### config.mk
export PLATFORM = sky130hd
export DESIGN_NAME = call_ret_predictor
export DESIGN_NICKNAME = d
export VERILOG_FILES = /design/src/rtl/cr_id_stack.sv /design/src/rtl/cr_ret_cache.sv /design/src/rtl/call_ret_predictor.sv
export SDC_FILE = /design/constraint.sdc
export NUM_CORES = 2
export LEC_CHECK = 0
export BUFFER_PORTS_ARGS = -buffer_cell sky130_fd_sc_hd__buf_2
export CORE_AREA = 4 4 230 401
export DETAILED_ROUTE_END_ITERATION = 16
export DIE_AREA = 0 0 234 405
export PLACE_DENSITY_LB_ADDON = 0.12
export SLEW_MARGIN = 40
export SYNTH_ARGS = -nofsm -noshare
export SYNTH_HDL_FRONTEND = slang
export SYNTH_SLANG_ARGS = --single-unit
### constraint.sdc
create_clock -name clk -period 23.2 [get_ports clk]
set_clock_uncertainty 0.2 [all_clocks]
set_input_delay 4.64 -clock clk [delete_from_list [all_inputs] [get_ports clk]]
set_output_delay 4.64 -clock clk [all_outputs]
set_load 0.01 [all_outputs]
### src/rtl/cr_id_stack.sv
module cr_id_stack #(
   parameter int ADDR_W = 32,
   parameter int DEPTH  = 8
) (
   input  logic                        clk,
   input  logic                        rst_n,
   input  logic                        flush_i,
   input  logic                        push_i,
   input  logic [ADDR_W-1:0]           push_ra_i,
   input  logic [ADDR_W-1:0]           push_fn_i,
   input  logic                        srch_i,
   input  logic [ADDR_W-1:0]           srch_addr_i,
   output logic                        hit_o,
   output logic [ADDR_W-1:0]           top_ra_o,
   output logic [ADDR_W-1:0]           top_fn_o,
   output logic [$clog2(DEPTH+1)-1:0]  cnt_o
);
   localparam int PTR_W = $clog2(DEPTH);
   localparam int CNT_W = $clog2(DEPTH+1);
   localparam logic [CNT_W-1:0] FULL = CNT_W'(DEPTH);

   if (DEPTH < 2 || (DEPTH & (DEPTH - 1)) != 0) begin : g_bad_depth
      $error("cr_id_stack: DEPTH must be a power of two, at least 2");
   end

   logic [ADDR_W-1:0] ra_q [DEPTH];
   logic [ADDR_W-1:0] fn_q [DEPTH];
   logic [PTR_W-1:0]  ptr_q, ptr_mid, ptr_nxt, top_idx;
   logic [CNT_W-1:0]  cnt_q, cnt_mid, cnt_nxt, pop_len;
   logic [DEPTH-1:0]  match;
   logic [PTR_W-1:0]  pos;

   // per-depth comparators, depth 0 is the top of stack
   for (genvar k = 0; k < DEPTH; k++) begin : g_cmp
      localparam logic [PTR_W-1:0] OFF = PTR_W'(k + 1);
      logic [PTR_W-1:0] slot;
      assign slot     = ptr_q - OFF;
      assign match[k] = (CNT_W'(k) < cnt_q) && (ra_q[slot] == srch_addr_i);
   end

   // topmost match wins: scan from the bottom so the smallest depth overrides
   always_comb begin
      hit_o = 1'b0;
      pos   = '0;
      for (int k = DEPTH - 1; k >= 0; k--) begin
         if (srch_i && match[k]) begin
            hit_o = 1'b1;
            pos   = PTR_W'(k);
         end
      end
   end

   // pop first, then push
   always_comb begin
      pop_len = hit_o ? (CNT_W'(pos) + CNT_W'(1)) : '0;
      cnt_mid = cnt_q - pop_len;
      ptr_mid = ptr_q - PTR_W'(pop_len);
      if (push_i) begin
         cnt_nxt = (cnt_mid == FULL) ? FULL : cnt_mid + CNT_W'(1);
         ptr_nxt = ptr_mid + PTR_W'(1);
      end else begin
         cnt_nxt = cnt_mid;
         ptr_nxt = ptr_mid;
      end
   end

   always_ff @(posedge clk or negedge rst_n) begin
      if (!rst_n) begin
         cnt_q <= '0;
         ptr_q <= '0;
      end else if (flush_i) begin
         cnt_q <= '0;
         ptr_q <= '0;
      end else begin
         cnt_q <= cnt_nxt;
         ptr_q <= ptr_nxt;
      end
   end

   always_ff @(posedge clk) begin
      if (push_i && !flush_i) begin
         ra_q[ptr_mid] <= push_ra_i;
         fn_q[ptr_mid] <= push_fn_i;
      end
   end

   assign top_idx  = ptr_q - PTR_W'(1);
   assign top_ra_o = ra_q[top_idx];
   assign top_fn_o = fn_q[top_idx];
   assign cnt_o    = cnt_q;

endmodule

### src/rtl/cr_ret_cache.sv
module cr_ret_cache #(
   parameter int ADDR_W  = 32,
   parameter int ENTRIES = 16
) (
   input  logic              clk,
   input  logic              rst_n,
   input  logic              flush_i,
   input  logic              wr_i,
   input  logic [ADDR_W-1:0] wr_pc_i,
   input  logic [ADDR_W-1:0] rd_pc_i,
   output logic              rd_hit_o
);
   localparam int IDX_W = $clog2(ENTRIES);
   localparam int TAG_W = ADDR_W - IDX_W;

   if (ENTRIES < 2 || (ENTRIES & (ENTRIES - 1)) != 0 || IDX_W + 2 > ADDR_W) begin : g_bad_entries
      $error("cr_ret_cache: ENTRIES must be a power of two that fits the address");
   end

   // bit 0 is kept in the tag so every address bit takes part in the match
   function automatic logic [IDX_W-1:0] idx_of(input logic [ADDR_W-1:0] a);
      return a[IDX_W:1];
   endfunction

   function automatic logic [TAG_W-1:0] tag_of(input logic [ADDR_W-1:0] a);
      return {a[ADDR_W-1:IDX_W+1], a[0]};
   endfunction

   logic [TAG_W-1:0]   tag_q [ENTRIES];
   logic [ENTRIES-1:0] vld_q;
   logic [IDX_W-1:0]   wr_idx, rd_idx;

   assign wr_idx = idx_of(wr_pc_i);
   assign rd_idx = idx_of(rd_pc_i);

   for (genvar e = 0; e < ENTRIES; e++) begin : g_ent
      always_ff @(posedge clk or negedge rst_n) begin
         if (!rst_n)
            vld_q[e] <= 1'b0;
         else if (flush_i)
            vld_q[e] <= 1'b0;
         else if (wr_i && wr_idx == IDX_W'(e))
            vld_q[e] <= 1'b1;
      end

      always_ff @(posedge clk) begin
         if (wr_i && !flush_i && wr_idx == IDX_W'(e))
            tag_q[e] <= tag_of(wr_pc_i);
      end
   end

   assign rd_hit_o = vld_q[rd_idx] && (tag_q[rd_idx] == tag_of(rd_pc_i));

endmodule

### src/rtl/call_ret_predictor.sv
module call_ret_predictor #(
   parameter int ADDR_W      = 32,
   parameter int STACK_DEPTH = 8,
   parameter int RC_ENTRIES  = 16
) (
   input  logic              clk,
   input  logic              rst_n,
   input  logic              flush_i,
   input  logic              call_vld_i,
   input  logic [ADDR_W-1:0] call_pc_i,
   input  logic [2:0]        call_len_i,
   input  logic [ADDR_W-1:0] call_tgt_i,
   input  logic              ret_vld_i,
   input  logic [ADDR_W-1:0] ret_pc_i,
   input  logic [ADDR_W-1:0] ret_tgt_i,
   input  logic [ADDR_W-1:0] lkp_pc_i,
   output logic              lkp_hit_o,
   output logic [ADDR_W-1:0] lkp_tgt_o,
   output logic [ADDR_W-1:0] lkp_fn_o
);
   localparam int CNT_W = $clog2(STACK_DEPTH + 1);

   logic [ADDR_W-1:0] call_ra;
   logic              push_en, srch_en, srch_hit, rc_hit;
   logic [ADDR_W-1:0] stk_top_ra, stk_top_fn;
   logic [CNT_W-1:0]  stk_cnt;

   assign call_ra = call_pc_i + ADDR_W'(call_len_i);
   assign push_en = call_vld_i && !flush_i;
   assign srch_en = ret_vld_i && !flush_i;

   cr_id_stack #(.ADDR_W(ADDR_W), .DEPTH(STACK_DEPTH)) u_stack (
      .clk         (clk),
      .rst_n       (rst_n),
      .flush_i     (flush_i),
      .push_i      (push_en),
      .push_ra_i   (call_ra),
      .push_fn_i   (call_tgt_i),
      .srch_i      (srch_en),
      .srch_addr_i (ret_tgt_i),
      .hit_o       (srch_hit),
      .top_ra_o    (stk_top_ra),
      .top_fn_o    (stk_top_fn),
      .cnt_o       (stk_cnt)
   );

   cr_ret_cache #(.ADDR_W(ADDR_W), .ENTRIES(RC_ENTRIES)) u_rcache (
      .clk      (clk),
      .rst_n    (rst_n),
      .flush_i  (flush_i),
      .wr_i     (srch_hit),
      .wr_pc_i  (ret_pc_i),
      .rd_pc_i  (lkp_pc_i),
      .rd_hit_o (rc_hit)
   );

   assign lkp_hit_o = rc_hit && (stk_cnt != '0);
   assign lkp_tgt_o = stk_top_ra;
   assign lkp_fn_o  = stk_top_fn;

endmodule

======== Word-level counts from Yosys, hierarchy flattened ========
Memory sizes are Yosys's and may differ from the RTL's.
Cells that the tools add are included.
storage, ports and cells
  flip-flop bits (word level) ............. 23
  memory bits (writable) .................. 960
  word-level logic and storage cells ...... 291
  memories kept ........................... 3
memory list
  memory          words  width  rd ports  clocked after Yosys merged registers in  write ports  line                RTL
  u_rcache.tag_q  16     28     1         0                                        1            cr_ret_cache.sv:29  logic [TAG_W-1:0] tag_q [ENTRIES];
  u_stack.fn_q    8      32     1         0                                        1            cr_id_stack.sv:27   logic [ADDR_W-1:0] fn_q [DEPTH];
  u_stack.ra_q    8      32     8         0                                        1            cr_id_stack.sv:26   logic [ADDR_W-1:0] ra_q [DEPTH];
operators by class
  add/sub/neg operators ................... 13
  magnitude comparators ................... 9
  eq/ne operators ......................... 25
  multiplexer cells ....................... 135
  reduce and logical (&&, ||, !) cells .... 88
operator list
  cell                                                                          number
  28-bit 2-to-1 mux                                                             15
  28-bit OR reduction                                                           15
  32-bit equality test                                                          8
  1-bit 2-to-1 mux                                                              90
  4-bit 2-to-1 mux                                                              19
  1-bit logical AND                                                             54
  4-bit equality test, second input constant                                    9
  32-bit by 3-bit adder with 32-bit output                                      1
  2-bit nonzero test                                                            16
  3-bit 2-to-1 mux                                                              10
  28-bit equality test                                                          1
  4-bit by 3-bit equality test with 1-bit output, second input constant         4
  3-bit by 4-bit less-than comparator with 1-bit output, first input constant   4
  3-bit subtractor, second input constant                                       4
  4-bit by 2-bit equality test with 1-bit output, second input constant         2
  1-bit by 4-bit less-than comparator with 1-bit output, first input constant   2
  2-bit by 4-bit less-than comparator with 1-bit output, first input constant   2
  3-bit by 2-bit subtractor with 3-bit output, second input constant            2
  4-bit by 5-bit less-than comparator with 1-bit output, second input constant  1
  3-bit by 1-bit adder with 4-bit output, second input constant                 1
  4-bit by 1-bit adder with 4-bit output, second input constant                 1
  1-bit binary-select mux with 4-bit select                                     1
  4-bit by 1-bit equality test with 1-bit output, second input constant         1
  4-bit logical NOT                                                             1
  6 further kinds                                                               6

======== Longest topological paths before layout ========
An unclocked memory read counts as a cell.
  depth after elaboration ................. 32
  mapped depth ............................ 36
  mapped depth without buffers ............ 22

======== Modules after synthesis ========
From an unflattened synthesis, not the netlist that was laid out.
second synthesis, totals
  cell total of the unflattened synthesis .. 3,710
  area total of the unflattened synthesis .. 55,857.3 um2
modules (own cells, without submodules)
  module              instances  cells each  area each (um2)  sequential area each (um2)
  cr_id_stack         1          2,698       36,488.7         15,549.9
  cr_ret_cache        1          915         18,666.7         13,853.3
  call_ret_predictor  1          97          701.9            0.0

======== Least setup slack after synthesis ========
OpenSTA, ideal clock, no wires.
  path type ............................... input to register
  from .................................... in ret_tgt_i[25]
  to ...................................... mem u_stack.fn_q[1][0], enable pin
  setup time .............................. 644 ps
  arrival ................................. 14,247 ps
  data required time ...................... 22,356 ps
  setup slack ............................. 8,109 ps
  stages .................................. 17
  path buffers ............................ 1
  cells stage by stage .................... clkbuf_1 clkinv_1 a31oi_1 o221ai_1 or4_4 nor4_4 a21oi_1 o21ai_0 nand2_1 a21oi_1 nor2_1 ha_1 nand2_1 fa_1 xnor2_1 xnor2_2 nor4_1
on the way
  longest elaborated chain between the ends .. 14
RTL lines
  element                                 line                      RTL
  from (decl)                             call_ret_predictor.sv:15  input logic [ADDR_W-1:0] ret_tgt_i,
  32-bit equality test                    cr_id_stack.sv:38         assign match[k] = (CNT_W'(k) < cnt_q) && (ra_q[slot] == srch_addr_i);
  1-bit logical AND                       cr_id_stack.sv:38
  1-bit logical AND                       cr_id_stack.sv:46         if (srch_i && match[k]) begin
  3-bit 2-to-1 mux (8 in a row)           cr_id_stack.sv:46
  3-bit by 1-bit adder with 4-bit output  cr_id_stack.sv:55         pop_len = hit_o ? (CNT_W'(pos) + CNT_W'(1)) : '0;
  4-bit 2-to-1 mux *                      cr_id_stack.sv:55
  3-bit subtractor *                      cr_id_stack.sv:57         ptr_mid = ptr_q - PTR_W'(pop_len);
  to (decl)                               cr_id_stack.sv:27
Every way passes the cells marked *; elsewhere a longest branch is shown, timed or not.

======== Final worst setup path ========
  from .................................... in lkp_pc_i[1]
  to ...................................... out lkp_hit_o
on the way
  longest elaborated chain between the ends .. 4
RTL lines
  element                                                                                      line                      RTL
  from (decl)                                                                                  call_ret_predictor.sv:16  input logic [ADDR_W-1:0] lkp_pc_i,
  memory read 16 x 28 bit / 1-bit binary-select mux with 4-bit select (equally long branches)  --
  28-bit equality test / 1-bit 2-to-1 mux (equally long branches)                              cr_ret_cache.sv:52        assign rd_hit_o = vld_q[rd_idx] && (tag_q[rd_idx] == tag_of(rd_pc_i));
  1-bit logical AND *                                                                          cr_ret_cache.sv:52
  1-bit logical AND *                                                                          call_ret_predictor.sv:57  assign lkp_hit_o = rc_hit && (stk_cnt != '0);
  to (decl)                                                                                    call_ret_predictor.sv:17  output logic lkp_hit_o,
Every way passes the cells marked *; elsewhere a longest branch is shown, timed or not. The select of a mux whose other input is x is not followed.

==> summary.md <==
| Metric | Value |
|---|---|
| Synth area leader | `edfxtp_1` |
| Fmax | `about 76 MHz` |
| Resize count post-CTS | `0` |
| Main flop type after synthesis | `edfxtp_1` |
| Area Growth Syn to Fin | `10.6%` |
| Slew headroom | `30.9%` |
| Final Hold Fails | `0` |
| Via/cell ratio | `7.02` |
| Final wirelength | `roughly 170000 microns` |
| H-tree levels | `3` |
| Pin count of the biggest net entering global routing | `106` |
| Core area | `89100 sq um` |
| CTS buffer count | `86` |
| Path depth of the worst reg2reg path | `21` |
| Syn nets | `between 3000 and 4000` |
| RSZ-0062 raised after global routing | `false` |
| Pwr dens | `between 70 and 80 nW/um^2` |
| Commonest cells in the synthesized netlist | `edfxtp_1, mux4_2, mux2i_1, xnor2_1, nand2_1` |
| Hold Path Class | `reg -> reg` |
| Clk_lat worst skew | `a little under 0.7 ns` |
| Layout Nets | `3514` |
| Synth top area share | `approximately 54%` |
| CP Data Arrival Time | `a little over 8 ns` |
| Final setup viols | `0` |
| Initial DRC Count | `~3500` |
| Total GRT Usage | `36.0%` |
| Peak VDD IR | `about 0.09 mV` |
| Synth Cell Area | `approximately 53000 sq um` |
| Slew Viols, Final | `0` |
| Post-synth EDFFs | `960` |
| Rows | `approximately 150` |
| Synth top area cells | `edfxtp_1, mux4_2, mux2i_1, xnor2_1, nand2_1` |
| CP Capture Type | `output port` |
| Static Leak | `19.1 nW` |
| Hold_ws | `roughly 0.28 ns` |
| IO Count | `between 200 and 250` |
| Worst setup SP type | `primary input` |
| Pre-antenna DRT Iters | `7` |
| First-pass GRT wire length | `between 200000 and 250000 microns` |
| Via count | `between 30000 and 40000` |
| TNS Setup | `0 ns` |
| Root buf cell | `clkbuf_16` |
| Outcome | `complete, no violations` |
| Initial antenna violation count | `30` |
| Post-layout minimum cycle time | `approximately 13 ns` |
| Critical path data required time | `around 18 ns` |
| Clk sinks | `around 980` |
| Crit path from | `lkp_pc_i[1]` |
| Initial Util | `between 50% and 60%` |
| Count of state elements after synthesis | `~1000` |
| Worst-path clk slew | `about 0.070 ns` |
| Share of cells above drive strength 1 | `between 30% and 40%` |
| Synth async-reset ratio | `approximately 2.3%` |
| Dpl cell area | `around 55000 sq um` |
| End of the worst register-to-register path | `u_stack.ra_q[4][5]` |
| Worst-Margin Slew | `between 1 and 1.5 ns` |
| Clock buffer depth | `3` |
| Ys Warns | `0` |
| Chip height | `approximately 400 microns` |
| HPWL after DPL | `~120000 microns` |
| RePlAce Congestion | `between 1 and 1.5` |
| DIE AREA | `between 90000 and 100000 sq um` |
| Non-Filler Cell Area, Final | `58700 sq um` |
| Cell variety after synth | `80` |
| Post-CTS setup buffers | `0` |
| DIE WIDTH | `234 microns` |
| Port Buffers | `between 200 and 250` |
| Register area share after synthesis | `roughly 55%` |
| Post-CTS Hold Fix Bufs | `0` |
| Tcrit/Tclk final | `between 50 and 60%` |
| Gate Count Post-Synth | `approximately 3200` |
| Max_cap viols | `0` |
| R2r startpoint | `u_stack.ptr_q[0]` |
| R2R Setup Slk | `between 10 and 15 ns` |
| Vias in the first global route | `around 33000` |
| Top-count cell post-synth | `edfxtp_1` |
| Routed Antenna Nets | `0` |
| Residual DRC | `0` |
| CTS tree | `built` |
| CP Max Fanout | `between 40 and 50` |
| Mean post-synth cell area | `around 17 sq um` |
| DR WL/cell | `36.6 microns` |
| Grt total ovfl | `0` |
| Post-placement cell count | `~4400` |
| Crit path to | `lkp_hit_o` |
| Non-filler cells, final | `4593` |
| Critical path class | `in -> out` |
==> cell families (layout without fill, tap and decap cells) <==
logic type | after synthesis | after routing | synth area share, %
compound gates | 182 | 182 | 2.43
xor+xnor | 326 | 326 | 5.42
fa+ha+maj | 16 | 16 | 0.420
buf+inv | 272 | 512 | 2.74
flops | 983 | 983 | 55.4
mux | 881 | 881 | 28.9
other cells | 0 | 18 | 0
simple gates | 499 | 499 | 4.71
==> layer usage <==
metal | up-vias | GRT usage [%] | routed length, microns
met1 | 16700 | 41.8 | 55200
met2 | 1753 | 57.9 | 82600
li1 | 13200 | - | -
met3 | 525 | 7.32 | 12500
met5 | - | 0 | 176
met4 | 26 | 29.0 | 17500
==> worst max-delay path, stage by stage <==
cell and delay (ns):
buf_8 0.23, buf_6 0.56, mux4_2 0.61, mux4_2 0.50
xnor2_1 0.18, nand4_1 0.12, nor4_1 0.69, nor4b_1 0.39
buf_2 0.21
==> worst min path at each step <==
stage                                  start            endpoint  slack (ns)  cells past startpoint
after floorplan            u_rcache.vld_q[2]   u_rcache.vld_q[2]        0.25                      1
after global placement     u_rcache.vld_q[8]   u_rcache.vld_q[8]        0.26                      1
after detailed placement  u_rcache.vld_q[15]  u_rcache.vld_q[15]        0.27                      1
after CTS                 u_rcache.vld_q[15]  u_rcache.vld_q[15]        0.28                      1
after global routing      u_rcache.vld_q[15]  u_rcache.vld_q[15]        0.30                      1
final                      u_rcache.vld_q[8]   u_rcache.vld_q[8]        0.28                      1
==> layout by cell type (no fill, tap or decap), types with 12 or more instances in the layout <==
| cell type | netlist | layout |
|---|---|---|
| nor4_1 | 29 | 23 |
| a21o_1 | 18 | 18 |
| nand2_1 | 211 | 211 |
| mux2i_1 | 349 | 347 |
| buf_4 | 44 | 48 |
| a21oi_1 | 38 | 38 |
| xnor2_2 | 1 | 15 |
| ha_1 | 13 | 12 |
| dfrtp_1 | 23 | 20 |
| and3_1 | 15 | 15 |
| xor2_1 | 62 | 58 |
| nand4_1 | 40 | 40 |
| mux4_2 | 516 | 516 |
| edfxtp_1 | 960 | 960 |
| inv_1 | 39 | 39 |
| nand2b_1 | 17 | 17 |
| clkbuf_16 | 0 | 88 |
| o22ai_1 | 13 | 13 |
| o21ai_0 | 17 | 17 |
| o211ai_1 | 12 | 12 |
| diode_2 | 0 | 18 |
| nor2_1 | 44 | 42 |
| clkinv_1 | 9 | 25 |
| nor3_1 | 17 | 15 |
| bufinv_16 | 0 | 17 |
| buf_2 | 60 | 229 |
| nand3_1 | 46 | 46 |
| xnor2_1 | 261 | 246 |
==> layout make-up <==
class | count | area, sq um
Inverter | 51 | 194
Tap cell | 1176 | 1470
Antenna cell | 18 | 45.0
Multi-Input combinational cell | 1904 | 22600
Fill cell | 6043 | 30400
Clock buffer | 99 | 2250
Clock inverter | 58 | 818
Timing Repair Buffer | 304 | 1930
Sequential cell | 983 | 29400
==> metrics by stage <==
| stage | total power [mW] | setup WS (ns) | util [%] |
|---|---|---|---|
| 3_3_place_gp | 2.88 | 9.25 | 61.9 |
| 3_5_place_dp | 2.90 | 9.62 | 62.3 |
| 6_report | 4.44 | 10.11 | 65.9 |
| 2_1_floorplan | 2.59 | 8.11 | - |
| 4_1_cts | 4.44 | 9.53 | 65.7 |
| 5_1_grt | 4.57 | 9.92 | 65.9 |
==> power by group <==
group          switching, mW  total [mW]  internal [mW]  leakage [nW]
combinational          0.544       0.894          0.350          8.66
clock                  0.663        1.56          0.895          1.48
sequential            0.0185        1.98           1.97          8.96
==> registers in the layout, summed over array words and instances (netlist names) <==
register,flops
u_stack.fn_q,256
u_stack.ra_q,256
u_rcache.vld_q,16
u_rcache.tag_q,448
u_stack.ptr_q,3
u_stack.cnt_o,4
No activity file was read; power rests on OpenSTA's default activity.
